==> src/rtl/gpio_bank_pkg.sv <==
`timescale 1ns/1ps
package gpio_bank_pkg;
    localparam int PORTS     = 4;
    localparam int PIN_W     = 8;
    localparam int LINES     = PORTS * PIN_W;
    localparam int BUS_AW    = 5;
    localparam int IDX_W     = BUS_AW - 2;

    typedef enum logic [1:0] {
        TRIG_OFF  = 2'd0,
        TRIG_FALL = 2'd1,
        TRIG_RISE = 2'd2,
        TRIG_BOTH = 2'd3
    } trig_e;

    // word indices (byte offset / 4)
    localparam logic [IDX_W-1:0] WORD_DIR     = 3'd2;
    localparam logic [IDX_W-1:0] WORD_DATA    = 3'd3;
    localparam logic [IDX_W-1:0] WORD_STAT    = 3'd4;
    localparam logic [IDX_W-1:0] WORD_TRIG_LO = 3'd5;
    localparam logic [IDX_W-1:0] WORD_TRIG_HI = 3'd6;

    // port p lives in lane (PORTS-1-p); the map is its own inverse
    function automatic logic [LINES-1:0] lane_swap(input logic [LINES-1:0] w);
        logic [LINES-1:0] r;
        for (int p = 0; p < PORTS; p++)
            r[PIN_W*p +: PIN_W] = w[PIN_W*(PORTS-1-p) +: PIN_W];
        return r;
    endfunction

    function automatic logic [LINES-1:0] lane_mask(input logic [PORTS-1:0] be);
        logic [LINES-1:0] r;
        for (int p = 0; p < PORTS; p++)
            r[PIN_W*p +: PIN_W] = {PIN_W{be[PORTS-1-p]}};
        return r;
    endfunction
endpackage

==> src/rtl/gpio_sync.sv <==
`timescale 1ns/1ps
module gpio_sync #(
    parameter int W      = 32,
    parameter int STAGES = 2
) (
    input  logic         clk,
    input  logic         rst_n,
    input  logic [W-1:0] d,
    output logic [W-1:0] q
);
    logic [W-1:0] chain [STAGES];

    always_ff @(posedge clk or negedge rst_n) begin
        if (!rst_n) begin
            for (int s = 0; s < STAGES; s++) chain[s] <= '0;
        end else begin
            chain[0] <= d;
            for (int s = 1; s < STAGES; s++) chain[s] <= chain[s-1];
        end
    end

    assign q = chain[STAGES-1];
endmodule

==> src/rtl/gpio_edge_unit.sv <==
`timescale 1ns/1ps
module gpio_edge_unit
    import gpio_bank_pkg::*;
(
    input  logic  clk,
    input  logic  rst_n,
    input  logic  smp,
    input  trig_e trig,
    input  logic  clr,
    output logic  flag
);
    logic prev_q;
    logic hit;
    logic flag_q;

    always_ff @(posedge clk or negedge rst_n) begin
        if (!rst_n) prev_q <= 1'b0;
        else        prev_q <= smp;
    end

    always_comb begin
        unique case (trig)
            TRIG_OFF:  hit = 1'b0;
            TRIG_FALL: hit = prev_q & ~smp;
            TRIG_RISE: hit = ~prev_q & smp;
            TRIG_BOTH: hit = prev_q ^ smp;
        endcase
    end

    // a new hit overrides a same-cycle clear
    always_ff @(posedge clk or negedge rst_n) begin
        if (!rst_n) flag_q <= 1'b0;
        else        flag_q <= hit | (flag_q & ~clr);
    end

    assign flag = flag_q;
endmodule

==> src/rtl/gpio_edge_bank.sv <==
`timescale 1ns/1ps
module gpio_edge_bank
    import gpio_bank_pkg::*;
#(
    parameter int SYNC_STAGES = 2
) (
    input  logic              clk,
    input  logic              rst_n,
    input  logic              bus_we,
    input  logic [BUS_AW-1:0] bus_addr,
    input  logic [PORTS-1:0]  bus_be,
    input  logic [LINES-1:0]  bus_wdata,
    output logic [LINES-1:0]  bus_rdata,
    input  logic [LINES-1:0]  pin_in,
    output logic [LINES-1:0]  pin_out,
    output logic [LINES-1:0]  pin_oe,
    output logic              irq_out
);
    localparam int HALF = LINES / 2;

    logic [IDX_W-1:0]   idx;
    logic               aligned;
    logic               wr_ok;
    logic [LINES-1:0]   wl;
    logic [LINES-1:0]   bel;
    logic [LINES-1:0]   dir_q;
    logic [LINES-1:0]   out_q;
    logic [LINES-1:0]   sync_v;
    logic [LINES-1:0]   stat_q;
    logic [LINES-1:0]   clr_v;
    logic [2*LINES-1:0] trig_q;
    logic [LINES-1:0]   trig_lo_w;
    logic [LINES-1:0]   trig_hi_w;
    logic               irq_q;

    assign idx     = bus_addr[BUS_AW-1:2];
    assign aligned = (bus_addr[1:0] == 2'b00);
    assign wr_ok   = bus_we & aligned;
    assign wl      = lane_swap(bus_wdata);
    assign bel     = lane_mask(bus_be);

    gpio_sync #(.W(LINES), .STAGES(SYNC_STAGES)) u_sync (
        .clk   (clk),
        .rst_n (rst_n),
        .d     (pin_in),
        .q     (sync_v)
    );

    always_ff @(posedge clk or negedge rst_n) begin
        if (!rst_n) begin
            dir_q <= '0;
            out_q <= '0;
        end else if (wr_ok) begin
            if (idx == WORD_DIR)  dir_q <= (dir_q & ~bel) | (wl & bel);
            if (idx == WORD_DATA) out_q <= (out_q & ~bel) | (wl & bel);
        end
    end

    assign clr_v = (wr_ok && idx == WORD_STAT) ? (wl & bel) : '0;

    for (genvar l = 0; l < LINES; l++) begin : g_line
        localparam int PORT = l / PIN_W;
        localparam int PIN  = l % PIN_W;
        localparam int POS  = ((PORT % 2) == 0 ? HALF : 0) + 2 * PIN;
        localparam int LANE = POS / PIN_W;
        localparam logic [IDX_W-1:0] WIDX = (PORT < PORTS/2) ? WORD_TRIG_LO : WORD_TRIG_HI;

        logic [1:0] trig_r;

        always_ff @(posedge clk or negedge rst_n) begin
            if (!rst_n)
                trig_r <= 2'b00;
            else if (wr_ok && idx == WIDX && bus_be[LANE])
                trig_r <= bus_wdata[POS +: 2];
        end

        assign trig_q[2*l +: 2] = trig_r;

        if (PORT < PORTS/2) begin : g_lo
            assign trig_lo_w[POS +: 2] = trig_r;
        end else begin : g_hi
            assign trig_hi_w[POS +: 2] = trig_r;
        end

        gpio_edge_unit u_edge (
            .clk   (clk),
            .rst_n (rst_n),
            .smp   (sync_v[l]),
            .trig  (trig_e'(trig_r)),
            .clr   (clr_v[l]),
            .flag  (stat_q[l])
        );
    end

    always_ff @(posedge clk or negedge rst_n) begin
        if (!rst_n) irq_q <= 1'b0;
        else        irq_q <= |stat_q;
    end

    always_comb begin
        bus_rdata = '0;
        if (aligned) begin
            unique case (idx)
                WORD_DIR:     bus_rdata = lane_swap(dir_q);
                WORD_DATA:    bus_rdata = lane_swap((dir_q & out_q) | (~dir_q & sync_v));
                WORD_STAT:    bus_rdata = lane_swap(stat_q);
                WORD_TRIG_LO: bus_rdata = trig_lo_w;
                WORD_TRIG_HI: bus_rdata = trig_hi_w;
                default:      bus_rdata = '0;
            endcase
        end
    end

    assign pin_out = out_q;
    assign pin_oe  = dir_q;
    assign irq_out = irq_q;
endmodule

==> config.mk <==
export PLATFORM = sky130hd
export DESIGN_NAME = gpio_edge_bank
export DESIGN_NICKNAME = d
export VERILOG_FILES = /design/src/rtl/gpio_bank_pkg.sv /design/src/rtl/gpio_sync.sv /design/src/rtl/gpio_edge_unit.sv /design/src/rtl/gpio_edge_bank.sv
export SDC_FILE = /design/constraint.sdc
export NUM_CORES = 1
export LEC_CHECK = 0
export BUFFER_PORTS_ARGS = -buffer_cell sky130_fd_sc_hd__buf_2
export CAP_MARGIN = 30
export CORE_ASPECT_RATIO = 2
export CORE_MARGIN = 2
export CORE_UTILIZATION = 52
export DETAILED_ROUTE_END_ITERATION = 8
export PLACE_DENSITY = 0.76
export SLEW_MARGIN = 20
export SYNTH_ARGS = -nofsm -noshare
export SYNTH_HDL_FRONTEND = slang
export SYNTH_HIERARCHICAL = 1
export SYNTH_SLANG_ARGS = --single-unit
==> constraint.sdc <==
create_clock -name clk -period 1.3 [get_ports clk]
set_clock_uncertainty 0.15 [all_clocks]
set_input_delay 0 -clock clk [delete_from_list [all_inputs] [get_ports clk]]
set_output_delay 0 -clock clk [all_outputs]
set_load 0.01 [all_outputs]
==> summary.md <==
| Metric | Value |
|---|---|
| Run status | `finished with violations` |
| Violations in the final reports | `hold timing, setup timing` |
| Max capacitance violation total | `0` |
| Async set-reset flop share out of synthesis | `100%` |
| Clock-pin slew on the worst setup and hold paths | `0.07 ns` |
| Cell area after synthesis | `0.0126 sq mm` |
| Clk Tree Root Cell | `clkbuf_16` |
| PD cells | `1180 mW/mm^2` |
| Clock period minus worst slack | `1.92 ns` |
| Final ANT Viol Nets | `0` |
| Wire length of the first global-routing pass | `60.4 mm` |
| WL/cell | `23.5 um` |
| Drt first pass iters | `5` |
| Width of the die | `114 um` |
| Hold WC Path Type | `primary input to async pin` |
| Total Routed Length | `41.6 mm` |
| Crit path arrival time | `1.77 ns` |
| Maximum number of pins on one net before global-route repair | `50` |
| Average cell area after synthesis | `12.1 sq um` |
| Via count | `10400` |
| Leading cell types by total area after synthesis | `dfrtp_1 51%, mux2_2 12%, ha_1 6.3%, inv_1 3.4%, nor2b_1 3.4%` |
| Measured slew at the worst slew-check pin | `0.475 ns` |
| Global Route Usage Sum | `31.0%` |
| Post-CTS Hold Buffers | `101` |
| Largest voltage drop on the vdd net | `1230 uV` |
| WHS | `-0.178 ns` |
| Final core utilization | `75.3%` |
| CP Capture Type | `primary output` |
| Portion of the post-synthesis area used by sequential elements | `51.0%` |
| Worst path setup slack after routing | `-0.622 ns` |
| Number of levels the H-tree was split into | `1` |
| Area added between synthesis and finish | `42.2%` |
| Clock latency reported for the late side of the worst-skew pair | `0.53 ns` |
| Syn_nets | `1182` |
| Total overflow reported by the global router | `0` |
| Path type of the worst setup path | `flop to primary output` |
| Number of DRC markers after the initial detailed-route iteration | `778` |
| DRC Markers | `0` |
| Area fraction of the dominant cell type after synthesis | `51.0%` |
| TritonCTS Sinks | `257` |
| Post-detail-place hpwl | `26.9 mm` |
| Standard-cell rows | `80` |
| Final clock period utilization by the worst path | `148%` |
| Antenna violations before repair | `0` |
| Maximum net fanout on the critical path | `2` |
| Count of input and output buffers | `172` |
| Nets | `1607` |
| Sequential cell area | `0.00644 sq mm` |
| Final-report max-slew violation count | `0` |
| Layout cell share with drive strength beyond 1 | `46.2%` |
| Full die area | `0.0256 sq mm` |
| Warnings from Yosys | `6` |
| Overall power of the completed layout | `21.1 mW` |
| Maximum count of clock buffers along a single path | `3` |
| Top cell type by total area after synthesis | `dfrtp_1` |
| Effective utilization at floorplan | `52.9%` |
| Setup violation total in the final timing report | `55` |
| Floorplan die height | `224 um` |
| Max transition margin | `68.4%` |
| Vias in the first global route | `11100` |
| Number of I/O pins | `173` |
| Worst setup SP type | `flop` |
| Final instance count without filler cells | `1770` |
| Synthesized instance count | `1042` |
| Fin. Hold Viols | `41` |
| EDFF count, synth | `0` |
| Via-per-instance ratio | `5.85` |
| Dominant synthesized flop cell | `dfrtp_1` |
| Clock tree from TritonCTS | `done` |
| Unrepaired setup endpoints after global routing | `yes` |
| Required time of the worst setup path | `1.15 ns` |
| Count of distinct cell types in the synthesized netlist | `43` |
| Multi-input gate area in the final layout | `0.00599 sq mm` |
| Count of antenna diodes in the layout | `0` |
| Instance count after placement with tap cells included | `1569` |
| Post-route setup TNS | `-17.07 ns` |
| Register bit count reported by yosys | `257` |
| Leakage power figure | `8.72 nW` |
| Final Wtd Congestion | `0.912` |
| Total CTS buffers | `23` |
| Maximum frequency from static timing analysis | `520 MHz` |
| Core area | `0.0238 sq mm` |
| Fillers | `1361` |
[path summary, 6_finish.rpt]
check                                       start                to  slack, ns  cells after the start
setup / recovery            g_line[2].u_edge/flag     bus_rdata[26]      -0.62                      5
hold / removal                              rst_n  u_sync/chain[45]      -0.18                      2
setup reg to reg           g_line[28].u_edge/flag           irq_out      -0.30                      4
hold reg to reg                  u_sync/chain[44]      u_sync/q[12]       0.19                      0
max in group asynchronous                   rst_n      u_sync/q[30]       0.48                      3
min in group clk                      bus_addr[1]              flop       0.11                      6
[cell usage in the layout, fill, tap and decap left out, drive strengths merged, types with 2 or more instances in the layout]
cell type,netlist,routed
mux2i,14,14
nand2b,20,20
o21ai,33,33
inv,115,116
and3b,3,3
nor4,8,8
nand4,2,2
and2,33,33
nor4b,5,5
a21o,5,5
a32oi,42,42
nand3b,6,6
and3,8,8
bufinv,0,3
ha,64,64
a31oi,3,3
o22a,7,7
nor2b,69,69
nand3,14,14
o221ai,32,32
a21oi,29,29
a22oi,7,7
clkinv,0,7
buf,64,367
mux2,153,153
nand2,35,35
nand4b,2,2
dfrtp,257,257
dlygate4sd3,0,101
clkbuf,4,30
[per-stage QoR]
step                cell area (sq um)  setup WS (ns)  hold slack, ns
finish                          17900         -0.622          -0.178
global placement                14700         -0.404          -0.207
CTS                             17300         -0.593          -0.159
detailed placement              14700         -0.406          -0.195
global route                    17900         -0.676          -0.146
floorplan                       12600         0.0162          -0.446
[power by group]
group	switching [mW]	internal, mW
Combinational	1.96	2.38
Sequential	0.850	8.78
Clock	3.10	4.04
Total	5.91	15.2
[cells in the mapped netlist, types with 3 or more instances]
| cell | count |
|---|---|
| and2_1 | 33 |
| mux2_4 | 16 |
| clkbuf_1 | 4 |
| mux2_1 | 4 |
| nand2_1 | 35 |
| nand3_1 | 6 |
| nand3_2 | 4 |
| nand3_4 | 4 |
| and3_1 | 8 |
| nor2b_1 | 69 |
| a21o_1 | 5 |
| inv_1 | 115 |
| dfrtp_1 | 257 |
| mux2_2 | 133 |
| o22a_1 | 7 |
| a31oi_1 | 3 |
| a21oi_1 | 29 |
| nor4b_4 | 5 |
| nor4_1 | 8 |
| ha_1 | 64 |
| and3b_1 | 3 |
| o221ai_1 | 32 |
| a22oi_1 | 7 |
| mux2i_1 | 14 |
| buf_4 | 45 |
| buf_2 | 17 |
| o21ai_1 | 32 |
| nand3b_1 | 5 |
| a32oi_1 | 42 |
| nand2b_1 | 20 |
[per-layer routing]
metal,share of wire [%],wire length [um],track usage [%],vias to the layer above
met2,53,22100,55.9,516
met5,0,0,0,-
met1,34,14000,32.8,5192
met4,8.4,3490,21.4,0
li1,-,-,-,4451
met3,5.0,2070,4.15,204
[critical path, stage by stage (launching register included)]
cell and delay (ns):
dfrtp_1 0.39, buf_6 0.12, mux2_4 0.29, a32oi_4 0.21, a21oi_2 0.09, buf_2 0.14
[kinds of logic after synthesis]
group | count (synthesis) | share of synthesized area (%)
buf+inv | 183 | 7.07
flops | 257 | 51.0
fa+ha+maj | 64 | 6.35
simple gates | 212 | 11.3
compound gates | 159 | 9.01
mux | 167 | 15.2
[cell type report]
cell class | count | area share (%)
flip-flops and latches | 257 | 35.9
multi-input cells | 602 | 33.4
repair buffers | 468 | 21.9
clock buffers | 30 | 3.52
inverters | 115 | 2.49
well taps | 287 | 2.00
clock inverters | 11 | 0.767
[repair_timing]
action	CTS	global route
hold endpoints to repair	449	41
buffers inserted	46	23
setup endpoints to repair	51	73
cloned	0	0
pin swaps	30	54
gates resized for setup	91	131
Note: power is estimated with default switching activity, not from simulation.
